$ cat config.mk
export PLATFORM = sky130hd
export DESIGN_NAME = ahb_lock_arbiter
export DESIGN_NICKNAME = d
export VERILOG_FILES = /design/src/rtl/arb_pkg.sv /design/src/rtl/arb_prio_pick.sv /design/src/rtl/arb_hold_ctl.sv /design/src/rtl/arb_phase_regs.sv /design/src/rtl/ahb_lock_arbiter.sv
export SDC_FILE = /design/constraint.sdc
export NUM_CORES = 1
export LEC_CHECK = 0
export ABC_AREA = 1
export BUFFER_PORTS_ARGS = -buffer_cell sky130_fd_sc_hd__buf_2
export CAP_MARGIN = 20
export CORE_AREA = 2 2 39 41
export DETAILED_ROUTE_END_ITERATION = 16
export DIE_AREA = 0 0 41 43
export PLACE_DENSITY_LB_ADDON = 0.2
export SKIP_CTS_REPAIR_TIMING = 1
export SKIP_LAST_GASP = 1
export SLEW_MARGIN = 20
export SYNTH_ARGS = -nofsm -noshare
export SYNTH_HDL_FRONTEND = slang
export SYNTH_SLANG_ARGS = --single-unit
$ cat constraint.sdc
create_clock -name clk -period 0.8 [get_ports clk]
set_clock_uncertainty 0.1 [all_clocks]
set_input_delay 0.04 -clock clk [delete_from_list [all_inputs] [get_ports clk]]
set_output_delay 0.04 -clock clk [all_outputs]
set_load 0.05 [all_outputs]
$ cat src/rtl/arb_pkg.sv
package arb_pkg;
  localparam logic [1:0] TR_IDLE   = 2'b00;
  localparam logic [1:0] TR_BUSY   = 2'b01;
  localparam logic [1:0] TR_NONSEQ = 2'b10;
  localparam logic [1:0] TR_SEQ    = 2'b11;
  localparam logic [2:0] BU_SINGLE = 3'b000;
endpackage

$ cat src/rtl/arb_prio_pick.sv
module arb_prio_pick #(
  parameter int N_MASTERS      = 4,
  parameter int DEFAULT_MASTER = 0
) (
  input  logic [N_MASTERS-1:0] req_i,
  output logic [N_MASTERS-1:0] pick_o
);
  localparam logic [N_MASTERS-1:0] DEF_OH = N_MASTERS'(1) << DEFAULT_MASTER;

  logic [N_MASTERS-1:0] below;
  logic [N_MASTERS-1:0] first;
  logic                 any_req;

  genvar i;
  generate
    for (i = 0; i < N_MASTERS; i++) begin : g_chain
      if (i == 0) begin : g_head
        assign below[i] = 1'b0;
      end else begin : g_body
        assign below[i] = below[i-1] | req_i[i-1];
      end
      assign first[i] = req_i[i] & ~below[i];
    end
  endgenerate

  assign any_req = below[N_MASTERS-1] | req_i[N_MASTERS-1];

  always_comb begin
    if (any_req) pick_o = first;
    else         pick_o = DEF_OH;
  end
endmodule

$ cat src/rtl/arb_hold_ctl.sv
module arb_hold_ctl #(
  parameter int N_MASTERS = 4
) (
  input  logic [N_MASTERS-1:0] grant_q_i,
  input  logic [N_MASTERS-1:0] req_i,
  input  logic [N_MASTERS-1:0] lock_i,
  input  logic                 owner_lock_i,
  input  logic [1:0]           trans_i,
  input  logic [2:0]           burst_i,
  output logic                 hold_o
);
  import arb_pkg::*;

  logic grantee_locking;
  logic burst_continues;

  always_comb begin
    grantee_locking = |(grant_q_i & req_i & lock_i);
    burst_continues = (trans_i == TR_SEQ) || (trans_i == TR_BUSY) ||
                      ((trans_i == TR_NONSEQ) && (burst_i != BU_SINGLE));
    hold_o = grantee_locking | (owner_lock_i & burst_continues);
  end
endmodule

$ cat src/rtl/arb_phase_regs.sv
module arb_phase_regs #(
  parameter int N_MASTERS      = 4,
  parameter int DEFAULT_MASTER = 0,
  localparam int IDX_W         = $clog2(N_MASTERS)
) (
  input  logic                 clk,
  input  logic                 rst_n,
  input  logic                 ready_i,
  input  logic [N_MASTERS-1:0] grant_q_i,
  input  logic [N_MASTERS-1:0] lock_i,
  output logic [IDX_W-1:0]     owner_o,
  output logic                 owner_lock_o
);
  logic [IDX_W-1:0] idx_nxt;
  logic             lock_nxt;
  logic             phase_en;

  always_comb begin
    idx_nxt = '0;
    for (int i = 0; i < N_MASTERS; i++) begin
      if (grant_q_i[i]) idx_nxt = idx_nxt | IDX_W'(i);
    end
    lock_nxt = |(grant_q_i & lock_i);
    phase_en = ready_i;
  end

  always_ff @(posedge clk or negedge rst_n) begin
    if (!rst_n) begin
      owner_o      <= IDX_W'(DEFAULT_MASTER);
      owner_lock_o <= 1'b0;
    end else if (phase_en) begin
      owner_o      <= idx_nxt;
      owner_lock_o <= lock_nxt;
    end
  end
endmodule

$ cat src/rtl/ahb_lock_arbiter.sv
module ahb_lock_arbiter #(
  parameter int N_MASTERS      = 4,
  parameter int DEFAULT_MASTER = 0,
  localparam int IDX_W         = $clog2(N_MASTERS)
) (
  input  logic                 clk,
  input  logic                 rst_n,
  input  logic [N_MASTERS-1:0] req_i,
  input  logic [N_MASTERS-1:0] lock_i,
  input  logic [1:0]           trans_i,
  input  logic [2:0]           burst_i,
  input  logic                 ready_i,
  output logic [N_MASTERS-1:0] grant_o,
  output logic [IDX_W-1:0]     owner_o,
  output logic                 owner_lock_o
);
  localparam logic [N_MASTERS-1:0] DEF_OH = N_MASTERS'(1) << DEFAULT_MASTER;

  logic [1:0]           rst_sync_q;
  logic                 rst_int_n;
  logic [N_MASTERS-1:0] grant_q;
  logic [N_MASTERS-1:0] pick;
  logic                 hold;
  logic                 grant_en;

  // reset asserts at once, releases after two edges
  always_ff @(posedge clk or negedge rst_n) begin
    if (!rst_n) rst_sync_q <= 2'b00;
    else        rst_sync_q <= {rst_sync_q[0], 1'b1};
  end
  assign rst_int_n = rst_sync_q[1];

  arb_prio_pick #(
    .N_MASTERS      (N_MASTERS),
    .DEFAULT_MASTER (DEFAULT_MASTER)
  ) u_pick (
    .req_i  (req_i),
    .pick_o (pick)
  );

  arb_hold_ctl #(
    .N_MASTERS (N_MASTERS)
  ) u_hold (
    .grant_q_i    (grant_q),
    .req_i        (req_i),
    .lock_i       (lock_i),
    .owner_lock_i (owner_lock_o),
    .trans_i      (trans_i),
    .burst_i      (burst_i),
    .hold_o       (hold)
  );

  assign grant_en = ~hold;

  always_ff @(posedge clk or negedge rst_int_n) begin
    if (!rst_int_n)    grant_q <= DEF_OH;
    else if (grant_en) grant_q <= pick;
  end

  arb_phase_regs #(
    .N_MASTERS      (N_MASTERS),
    .DEFAULT_MASTER (DEFAULT_MASTER)
  ) u_phase (
    .clk          (clk),
    .rst_n        (rst_int_n),
    .ready_i      (ready_i),
    .grant_q_i    (grant_q),
    .lock_i       (lock_i),
    .owner_o      (owner_o),
    .owner_lock_o (owner_lock_o)
  );

  assign grant_o = grant_q;
endmodule

* Yosys cells after proc, flatten, opt, wreduce, memory -nomap -nowiden
Cells that the tools add are included.
Storage, ports and cells: register bits 9, output and inout port bits 7, bits of input ports 16
Operators by class: mux-type cells 4, eq/ne operators 3, bitwise operators 14, reductions and logical operators 6
Operators with widths (number):
- $and 4x4->4 | 3
- $reduce_or 4->1 | 2
- $and 1x1->1 | 4
- $eq 2x2->1 const B | 2
- $mux 2 | 2
- $mux 4 | 1
- $or 1x1->1 | 4
- $not 1->1 | 3
- $reduce_bool 3->1 | 1
- $eq 2x1->1 const B | 1
- $logic_or 1x1->1 | 2
- $logic_and 1x1->1 | 1
- $mux 1 | 1

* Logic depth before layout (Yosys ltp)
Gate-level depths: netlist (run 1).
depth in word-level cells 5, depth in mapped cells 8

* Hierarchy
Synthesis (run 1) repeated with hierarchy kept, for this count alone.
Second synthesis, totals: cell total of the unflattened synthesis 64, area total of the unflattened synthesis 447.9 um^2
Modules (own cells, without submodules):
- ahb_lock_arbiter | cells each 20, area an instance 203.9 um^2, instances 1
- arb_phase_regs | cells each 18, area an instance 136.4 um^2, instances 1
- arb_hold_ctl | cells each 15, area an instance 61.3 um^2, instances 1
- arb_prio_pick | cells each 11, area an instance 46.3 um^2, instances 1

* Least setup slack after synthesis (run 1)
Ideal clock, no wire load.
path kind reg2reg, start reg grant_q[3] (netlist: grant_o[3]), end reg grant_q[3] (netlist: grant_o[3]), stages on the path, launching flop included 7, path slack -0.586 ns, arrival 1.166 ns, required time 0.580 ns, clock period less this slack 1.386 ns, path through dfrtp_1 > nand3_1 > o21ai_2 > nor2_4 > nand2_4 > nand2_1 > nand2_1
Between the ends: longest elaborated chain between the ends 4
RTL lines:
- from (decl) | line ahb_lock_arbiter.sv:21 | logic [N_MASTERS-1:0] grant_q;
- from (signal assigned) | line ahb_lock_arbiter.sv:57 | else if (grant_en) grant_q <= pick;
- $and 4x4->4 (2 in a row) | line arb_hold_ctl.sv:18 | grantee_locking = |(grant_q_i & req_i & lock_i);
- $reduce_or 4->1 | line arb_hold_ctl.sv:18
- $or 1x1->1 | line arb_hold_ctl.sv:21 | hold_o = grantee_locking | (owner_lock_i & burst_continues);
No other way between the ends. A chain may end at the register's enable or synchronous reset.

* Worst setup path after layout (run 1)
start reg grant_q[0] (netlist: grant_o[0]), end out grant_o[0]
RTL lines:
- to (decl) | line ahb_lock_arbiter.sv:13 | output logic [N_MASTERS-1:0] grant_o,
No word-level cell between the ends.

==> results of run 1 <==
==> cell usage after synthesis, types with 2 or more instances <==
cell type / instances / area share
a21oi_1: 3 / 0.033
dfrtp_1: 8 / 0.44
inv_1: 3 / 0.025
inv_2: 3 / 0.025
nand2_1: 15 / 0.12
nand2_4: 2 / 0.049
nand3_1: 7 / 0.077
nor2_1: 8 / 0.066
o21ai_2: 2 / 0.038
==> sequential cells by signal (all words and copies together) (netlist names) <==
signal,count
grant_o,4
rst_sync_q,2
u_phase.owner_o,2
u_phase.owner_lock_o,1
==> layout make-up <==
cell class | count | area share
inverters | 6 | 0.0283
well taps | 16 | 0.0251
multi-input cells | 42 | 0.297
flip-flops and latches | 9 | 0.292
repair buffers | 31 | 0.325
clock buffers | 4 | 0.0330
==> cell families after synthesis <==
logic type      share of synthesized area
flops                               0.496
other cells                       0.00821
compound gates                     0.0959
simple gates                        0.351
buf+inv                            0.0493
==> per-stage QoR <==
stage | instance area, um^2 | hold WS (ns) | cells | util
final | 797 | -0.0749 | 108 | 0.576
after global placement | 641 | -0.275 | 101 | 0.463
after global routing | 797 | -0.0715 | 108 | 0.576
after CTS | 667 | -0.552 | 105 | 0.482
after detailed placement | 641 | -0.274 | 101 | 0.463
after floorplan | 465 | -0.356 | 57 | -
==> worst reg2reg max path, cell delays in order, from the launching register on <==
cell and delay [ns]:
dfstp_2 0.54, nand2_2 0.07, o21ai_4 0.15, nor2_4 0.08, nand3_1 0.08, nand2_1 0.05
==> cell usage in the layout (no fill, tap or decap), types with 2 or more instances in the layout <==
cell,instances
dfrtp_2,5
nor2_1,6
buf_4,4
inv_2,3
buf_8,3
nor2_4,2
dfrtp_1,3
nand2_4,2
buf_6,7
nand2_1,14
nand3_1,6
buf_2,15
clkbuf_4,3
a21oi_1,2
inv_1,3
==> metal layers <==
| layer | global-route usage | wire length, um |
|---|---|---|
| met5 | 0 | 0 |
| met1 | 0.182 | 459 |
| met3 | 0.0733 | 65 |
| met4 | 0.107 | 17 |
| met2 | 0.219 | 586 |
==> path summary, 6_finish.rpt <==
path | from | to | slack, ns | cells past startpoint
min in group asynchronous | rst_n | rst_sync_q[0]$_DFF_PN0_ | 0 | 2
max in group asynchronous | rst_sync_q[1]$_DFF_PN0_ | grant_o[0]$_DFFE_PN1N_ | 0.30 | 0
worst min-delay path | ready_i | u_phase.owner_o[0]$_DFFE_PN0P_ | -0.07 | 2
worst max register to register | grant_o[0]$_DFFE_PN1N_ | grant_o[3]$_DFFE_PN0N_ | -0.37 | 5
worst max-delay path | grant_o[0]$_DFFE_PN1N_ | grant_o[0] | -0.39 | 2
worst min register to register | rst_sync_q[1]$_DFF_PN0_ | u_phase.owner_lock_o$_DFFE_PN0P_ | 0.02 | 0
==> power breakdown <==
part	switching (W)	total (W)	internal, W
combinational	0.000637	0.00112	0.000481
clock	0.000155	0.000347	0.000192
sequential	0.0000832	0.000659	0.000575
total	0.000875	0.00212	0.00125
==> impl_metrics.toml, run 1 <==
[outcome]
status = "finished, violations left"
failed_checks = "negative hold slack, negative setup slack"

[setup_path]
crit_slowest_cell = "dfstp_2"
crit_chain = "buf_4 > buf_6"
cpPeakStageDelay_ns = 0.54
path_buf_inv = 2
cp.required_ns = 0.66
critPathLaunchType = "flip-flop"
end_kind = "primary output"
critPathMaxFanout = 2
cp_top_family = "flip-flops"
crit_type = "reg -> out"
crit_arrival_ns = 1.05

[synthesis]
syn_area_um2 = 457
synth_cell_types = 15
synthesis.instances = 57
synth_edf_count = 0
syn_avg_cell_area_um2 = 8.01
yosysWarningCount = 0
async_flop_share = 1.00
synth_seq_cells = 9
synth_fp_nets = 73
synth-seq-area-share = 0.496
synthFlopType = "dfrtp_1"

[place]
gp_congestion = 0.865
io_buffers = 22
dpl.hpwl_um = 879
pre_cts_ws_ns = -0.383

[route]
post-route-drc-count = 0
drt-total-wl_mm = 1.13
drt-initial-drc-count = 4
wl_per_cell_um = 10.4
via_per_inst = 4.51
ant_nets = 0
first_pass_iters = 4
vias = 487

[layout]
multi_input_area_um2 = 236
area_growth_pct = 74.5
fillers = 133
final-seq-area_um2 = 233
insertedDiodeCount = 0
fin_nets = 109
drive_above_1_share = 0.565

[global_route]
antenna_found_initial = 0
grt_max_degree = 8
grt_use_total = 0.157
grt_pass1_vias = 434
grt_pass1_wl_mm = 1.78
overflow = 0

[power]
peakVddDrop_v = 0.00178
power_w = 0.00212
power_density_nw_per_um2 = 2660
power_leakage_nw = 0.406

[timing]
setup_viol = 14
whs_ns = -0.0749
finalWorstSetupSlack_ns = -0.391
drv_slew = 0
finalHoldViolCount = 6
rsz0062_at_grt = "true"
fin_crit_ns = 1.19
post-route-period-util = 1.49
fin_tns_setup_ns = -3.84
max_freq_mhz = 840

[clocking]
htree_num_levels = 1
cts-root-buf = "clkbuf_4"
cts_tree = "done"
cts_max_path_buffers = 2
clock-sinks = 9
cts.clk_slew.worst_paths_ns = 0.06
cts_made_buffers = 3
clk_latency_ns = 0.26

[die]
core_um2 = 1380
initial_core_util = 0.330
die_h_um = 43
die_area_um2 = 1760
fp-row-count = 14
die_w_um = 41
boundaryPins = 23

[flow_run]
cap_violations = 0

[hold_path]
min_path_type = "in -> reg"
(Power assumes the default switching activity.)
==> inputs of run 2 (changes only) <==
--- a/config.mk
+++ b/config.mk
@@ -17,4 +17,5 @@
 export SLEW_MARGIN = 20
 export SYNTH_ARGS = -nofsm -noshare
 export SYNTH_HDL_FRONTEND = slang
+export SYNTH_HIERARCHICAL = 1
 export SYNTH_SLANG_ARGS = --single-unit
==> impl_metrics.toml, run 2 <==
[place]
dpl_cell_area_um2 = 664
dp.cells = 112
gp_congestion = 0.784
dpl.hpwl_um = 906
io_buffers = 22

[power]
power_leakage_nw = 0.455
power_w = 0.00220
peakVddDrop_v = 0.00192
power_density_nw_per_um2 = 2630

[synthesis]
yosysTopAreaCellShare = 0.447
syn_area_um2 = 448
synth_cell_types = 12
yosysWarningCount = 6
synthesis.instances = 64
synthFlopType = "dfrtp_1"
synthTopCellsByArea = "dfrtp_1 (45%), nand2_1 (22%), nor2_1 (7.5%)"
synth_edf_count = 0
synth_most_common_cell = "nand2_1"
async_flop_share = 1.00
synth_fp_nets = 80
synth_seq_cells = 9
yosysTopAreaCell = "dfrtp_1"
netlist_top_cells_count = "nand2_1 (26), nor2_1 (9), dfrtp_1 (8), inv_1 (7), nand3_1 (6)"
synth-seq-area-share = 0.506
syn_avg_cell_area_um2 = 7.00

[layout]
insertedDiodeCount = 0
final_core_util = 0.603
fin_cells = 120
drive_above_1_share = 0.538
fillers = 140
fin_nets = 121
largest_reg_flops = 4
area_growth_pct = 86.3
multi_input_area_um2 = 229
final-seq-area_um2 = 233
layout_common_cells = "nand2_1 (24), buf_2 (15), buf_4 (9)"
final_common_cell = "nand2_1"
stdcell_area_um2 = 835

[timing]
fin_tns_setup_ns = -3.89
fin_crit_ns = 1.21
whs_ns = -0.0738
rsz0062_at_grt = "true"
setup_viol = 14
finalHoldViolCount = 4
max_freq_mhz = 825
finalWorstSetupSlack_ns = -0.413
post-route-period-util = 1.52
drv_slew = 0

[die]
boundaryPins = 23
die_h_um = 43
die_w_um = 41
initial_core_util = 0.324
die_area_um2 = 1760
fp-row-count = 14
core_um2 = 1380

[global_route]
grt_max_degree = 8
grt_pass1_wl_mm = 1.82
grt_use_total = 0.159
grt_pass1_vias = 477
antenna_found_initial = 0
overflow = 0

[setup_path]
cp_top_family = "flip-flops"
cp.required_ns = 0.66
path_buf_inv = 2
critPathMaxFanout = 3
r2r_cells = 7
startpoint = "grant_o[0]$_DFFE_PN1N_"
critPathCapture = "grant_o[0]"
r2r_slack_ns = -0.37
worstReg2RegEnd = "grant_o[2]$_DFFE_PN0N_"
cpPeakStageDelay_ns = 0.54
end_kind = "primary output"
crit_slowest_cell = "dfstp_2"
worst-path-stages = 2
crit_type = "reg -> out"
crit_chain = "buf_4 > buf_8"
r2r-start = "grant_o[0]$_DFFE_PN1N_"
crit_arrival_ns = 1.07
critPathLaunchType = "flip-flop"

[clocking]
htree_num_levels = 1
cts-root-buf = "clkbuf_4"
cts_max_path_buffers = 2
clk_latency_ns = 0.27
cts_tree = "done"
cts_made_buffers = 3
clock-sinks = 9
cts.clk_slew.worst_paths_ns = 0.07

[flow_run]
cap_violations = 0

[route]
ant_nets = 0
drt-initial-drc-count = 3
post-route-drc-count = 0
first_pass_iters = 3
via_per_inst = 4.39
vias = 527
wl_per_cell_um = 10.2
drt-total-wl_mm = 1.22

[outcome]
status = "finished, violations left"
failed_checks = "negative hold slack, negative setup slack"

[hold_path]
min_path_type = "in -> reg"
==> run 2: how the worst min path moves through the flow <==
stage / startpoint / endpoint / slack [ns] / cells after the start
global placement: rst_n / rst_sync_q[1]$_DFF_PN0_ / -0.27 / 1
detailed placement: rst_n / rst_sync_q[1]$_DFF_PN0_ / -0.27 / 1
finish: ready_i / u_phase/owner_o[1]$_DFFE_PN0P_ / -0.07 / 2
floorplan: rst_n / rst_sync_q[0]$_DFF_PN0_ / -0.36 / 0
CTS: rst_n / rst_sync_q[0]$_DFF_PN0_ / -0.56 / 1
global route: ready_i / u_phase/owner_o[1]$_DFFE_PN0P_ / -0.08 / 2
==> run 2: worst register-to-register path: stages, from the launching register on <==
cell and delay, ns:
dfstp_2 0.54, nand3_2 0.06, nand2_2 0.06, nor2_2 0.04, nand2_2 0.10, inv_2 0.06, nand2_1 0.05, nand2_1 0.05
==> run 2: per-layer routing <==
metal / vias up / track usage / routed length [um]
met2: 15 / 0.253 / 676
met1: 237 / 0.181 / 477
met5: - / 0 / 0
met4: 0 / 0.0800 / 6
li1: 273 / - / -
met3: 2 / 0.0471 / 63
==> run 2: metrics by stage <==
stage | hold slack [ns] | setup WS [ns]
5_1_grt | -0.0843 | -0.451
6_report | -0.0738 | -0.413
3_3_place_gp | -0.274 | -0.360
2_1_floorplan | -0.356 | -0.550
3_5_place_dp | -0.272 | -0.410
4_1_cts | -0.563 | -0.519
==> run 2: area by class of cell <==
| class | instances | area share |
|---|---|---|
| Multi-Input combinational cell | 47 | 0.274 |
| Inverter | 8 | 0.0360 |
| Timing Repair Buffer | 36 | 0.354 |
| Clock buffer | 3 | 0.0270 |
| Sequential cell | 9 | 0.279 |
| Tap cell | 16 | 0.0240 |
| Clock inverter | 1 | 0.00600 |
==> run 2: kinds of logic (layout without fill, tap and decap cells) <==
logic type      after synthesis  in the layout  synth area share
simple gates                 43             43             0.385
buf+inv                       8             48            0.0670
other cells                   1              1           0.00837
compound gates                3              3            0.0335
flops                         9              9             0.506
==> run 2: power breakdown <==
group	internal, W	switching (W)	total [W]
registers	0.000578	0.0000775	0.000656
clock network	0.000185	0.000179	0.000364
logic	0.000518	0.000658	0.00118
total	0.00128	0.000914	0.00220
==> inputs of run 3 (changes only) <==
==> constraint.sdc (replaced) <==
create_clock -name clk -period 1.29 [get_ports clk]
set_clock_uncertainty 0.1 [all_clocks]
set_input_delay 0.0645 -clock clk [delete_from_list [all_inputs] [get_ports clk]]
set_output_delay 0.0645 -clock clk [all_outputs]
set_load 0.05 [all_outputs]
==> impl_metrics.toml, run 3 (same netlist as run 2, synthesis figures left out) <==
[outcome]
status = "finished clean"

[place]
dpl_cell_area_um2 = 602
dp.cells = 104
gp_congestion = 0.864
io_buffers = 22
dpl.hpwl_um = 841

[timing]
fin_crit_ns = 1.23
drv_slew = 0
rsz0062_at_grt = "false"
finalHoldViolCount = 0
whs_ns = 0.00796
setup_viol = 0
post-route-period-util = 0.953
max_freq_mhz = 813

[setup_path]
crit_arrival_ns = 1.07
cp.required_ns = 1.13
cpPeakStageDelay_ns = 0.55
crit_slowest_cell = "dfstp_2"
cp_top_family = "flip-flops"
crit_type = "reg -> out"
critPathLaunchType = "flip-flop"
crit_chain = "buf_2"
critPathMaxFanout = 4
path_buf_inv = 1
end_kind = "primary output"

[power]
peakVddDrop_v = 0.000976
power_density_nw_per_um2 = 1680
power_leakage_nw = 0.379
power_w = 0.00109

[die]
core_um2 = 1380
initial_core_util = 0.324
die_w_um = 41
boundaryPins = 23
die_h_um = 43
fp-row-count = 14
die_area_um2 = 1760

[clocking]
clock-sinks = 9
cts-root-buf = "clkbuf_4"
clk_latency_ns = 0.26
htree_num_levels = 1
cts_tree = "done"
cts.clk_slew.worst_paths_ns = 0.06
cts_max_path_buffers = 2
cts_made_buffers = 3

[layout]
largest_reg_flops = 4
fin_nets = 111
drive_above_1_share = 0.372
layout_common_cells = "nand2_1 (25), buf_2 (22), nor2_1 (9)"
final_core_util = 0.470
stdcell_area_um2 = 651
fin_cells = 110
area_growth_pct = 45.3
final_common_cell = "nand2_1"
insertedDiodeCount = 0

[route]
drt-total-wl_mm = 1.03
drt-initial-drc-count = 7
vias = 463
via_per_inst = 4.21
first_pass_iters = 3
wl_per_cell_um = 9.35
ant_nets = 0
post-route-drc-count = 0

[flow_run]
cap_violations = 0

[global_route]
grt_max_degree = 8
grt_pass1_wl_mm = 1.60
antenna_found_initial = 0
grt_pass1_vias = 390
grt_use_total = 0.140
overflow = 0

[hold_path]
min_path_type = "reg -> async"
run 3: final timing paths:
kind,cells after the start,slack (ns),from,endpoint
max,1,0.06,grant_o[0]$_DFFE_PN1N_,grant_o[0]
min,0,0.008,rst_sync_q[1]$_DFF_PN0_,u_phase/owner_o[0]$_DFFE_PN0P_
max reg2reg,7,0.13,grant_o[0]$_DFFE_PN1N_,grant_o[2]$_DFFE_PN0N_
min reg2reg,0,0.008,rst_sync_q[1]$_DFF_PN0_,u_phase/owner_o[0]$_DFFE_PN0P_
max in group asynchronous,0,0.79,rst_sync_q[1]$_DFF_PN0_,grant_o[0]$_DFFE_PN1N_
min in group clk,4,0.02,req_i[1],grant_o[2]$_DFFE_PN0N_
run 3: per-stage QoR:
stage          TNS, ns  setup WS, ns
3_5_place_dp         0        0.0724
5_1_grt              0        0.0214
4_1_cts              0        0.0429
3_3_place_gp         0         0.108
2_1_floorplan   -0.209       -0.0607
6_report             0        0.0600
run 3: layout make-up:
cell class                 count  area (um^2)
tap                           16         20.0
sequential                     9          230
timing repair buffer          26          145
fill                         157          733
multi-input combinational     47          199
inverter                       8         30.0
clock buffer                   4         26.3
run 3: power by group:
group | switching, W | leakage [nW] | internal [W]
sequential | 0.0000470 | 0.106 | 0.000356
clock | 0.0000928 | 0.0150 | 0.000119
combinational | 0.000345 | 0.258 | 0.000133
run 3: worst register-to-register path: stages (launching register included):
cell and delay (ns):
dfstp_2 0.55, nand3_2 0.06, nand2_1 0.06, nor2_1 0.04, nand2_2 0.09, inv_2 0.06, nand2_1 0.05, nand2_1 0.04
run 3: metal layers:
layer | global-route usage | routed length, um | up-vias
li1 | - | - | 252
met1 | 0.170 | 448 | 194
met2 | 0.206 | 475 | 17
met3 | 0.0785 | 105 | 0
met4 | 0.0400 | 0 | 0
met5 | 0 | 0 | -
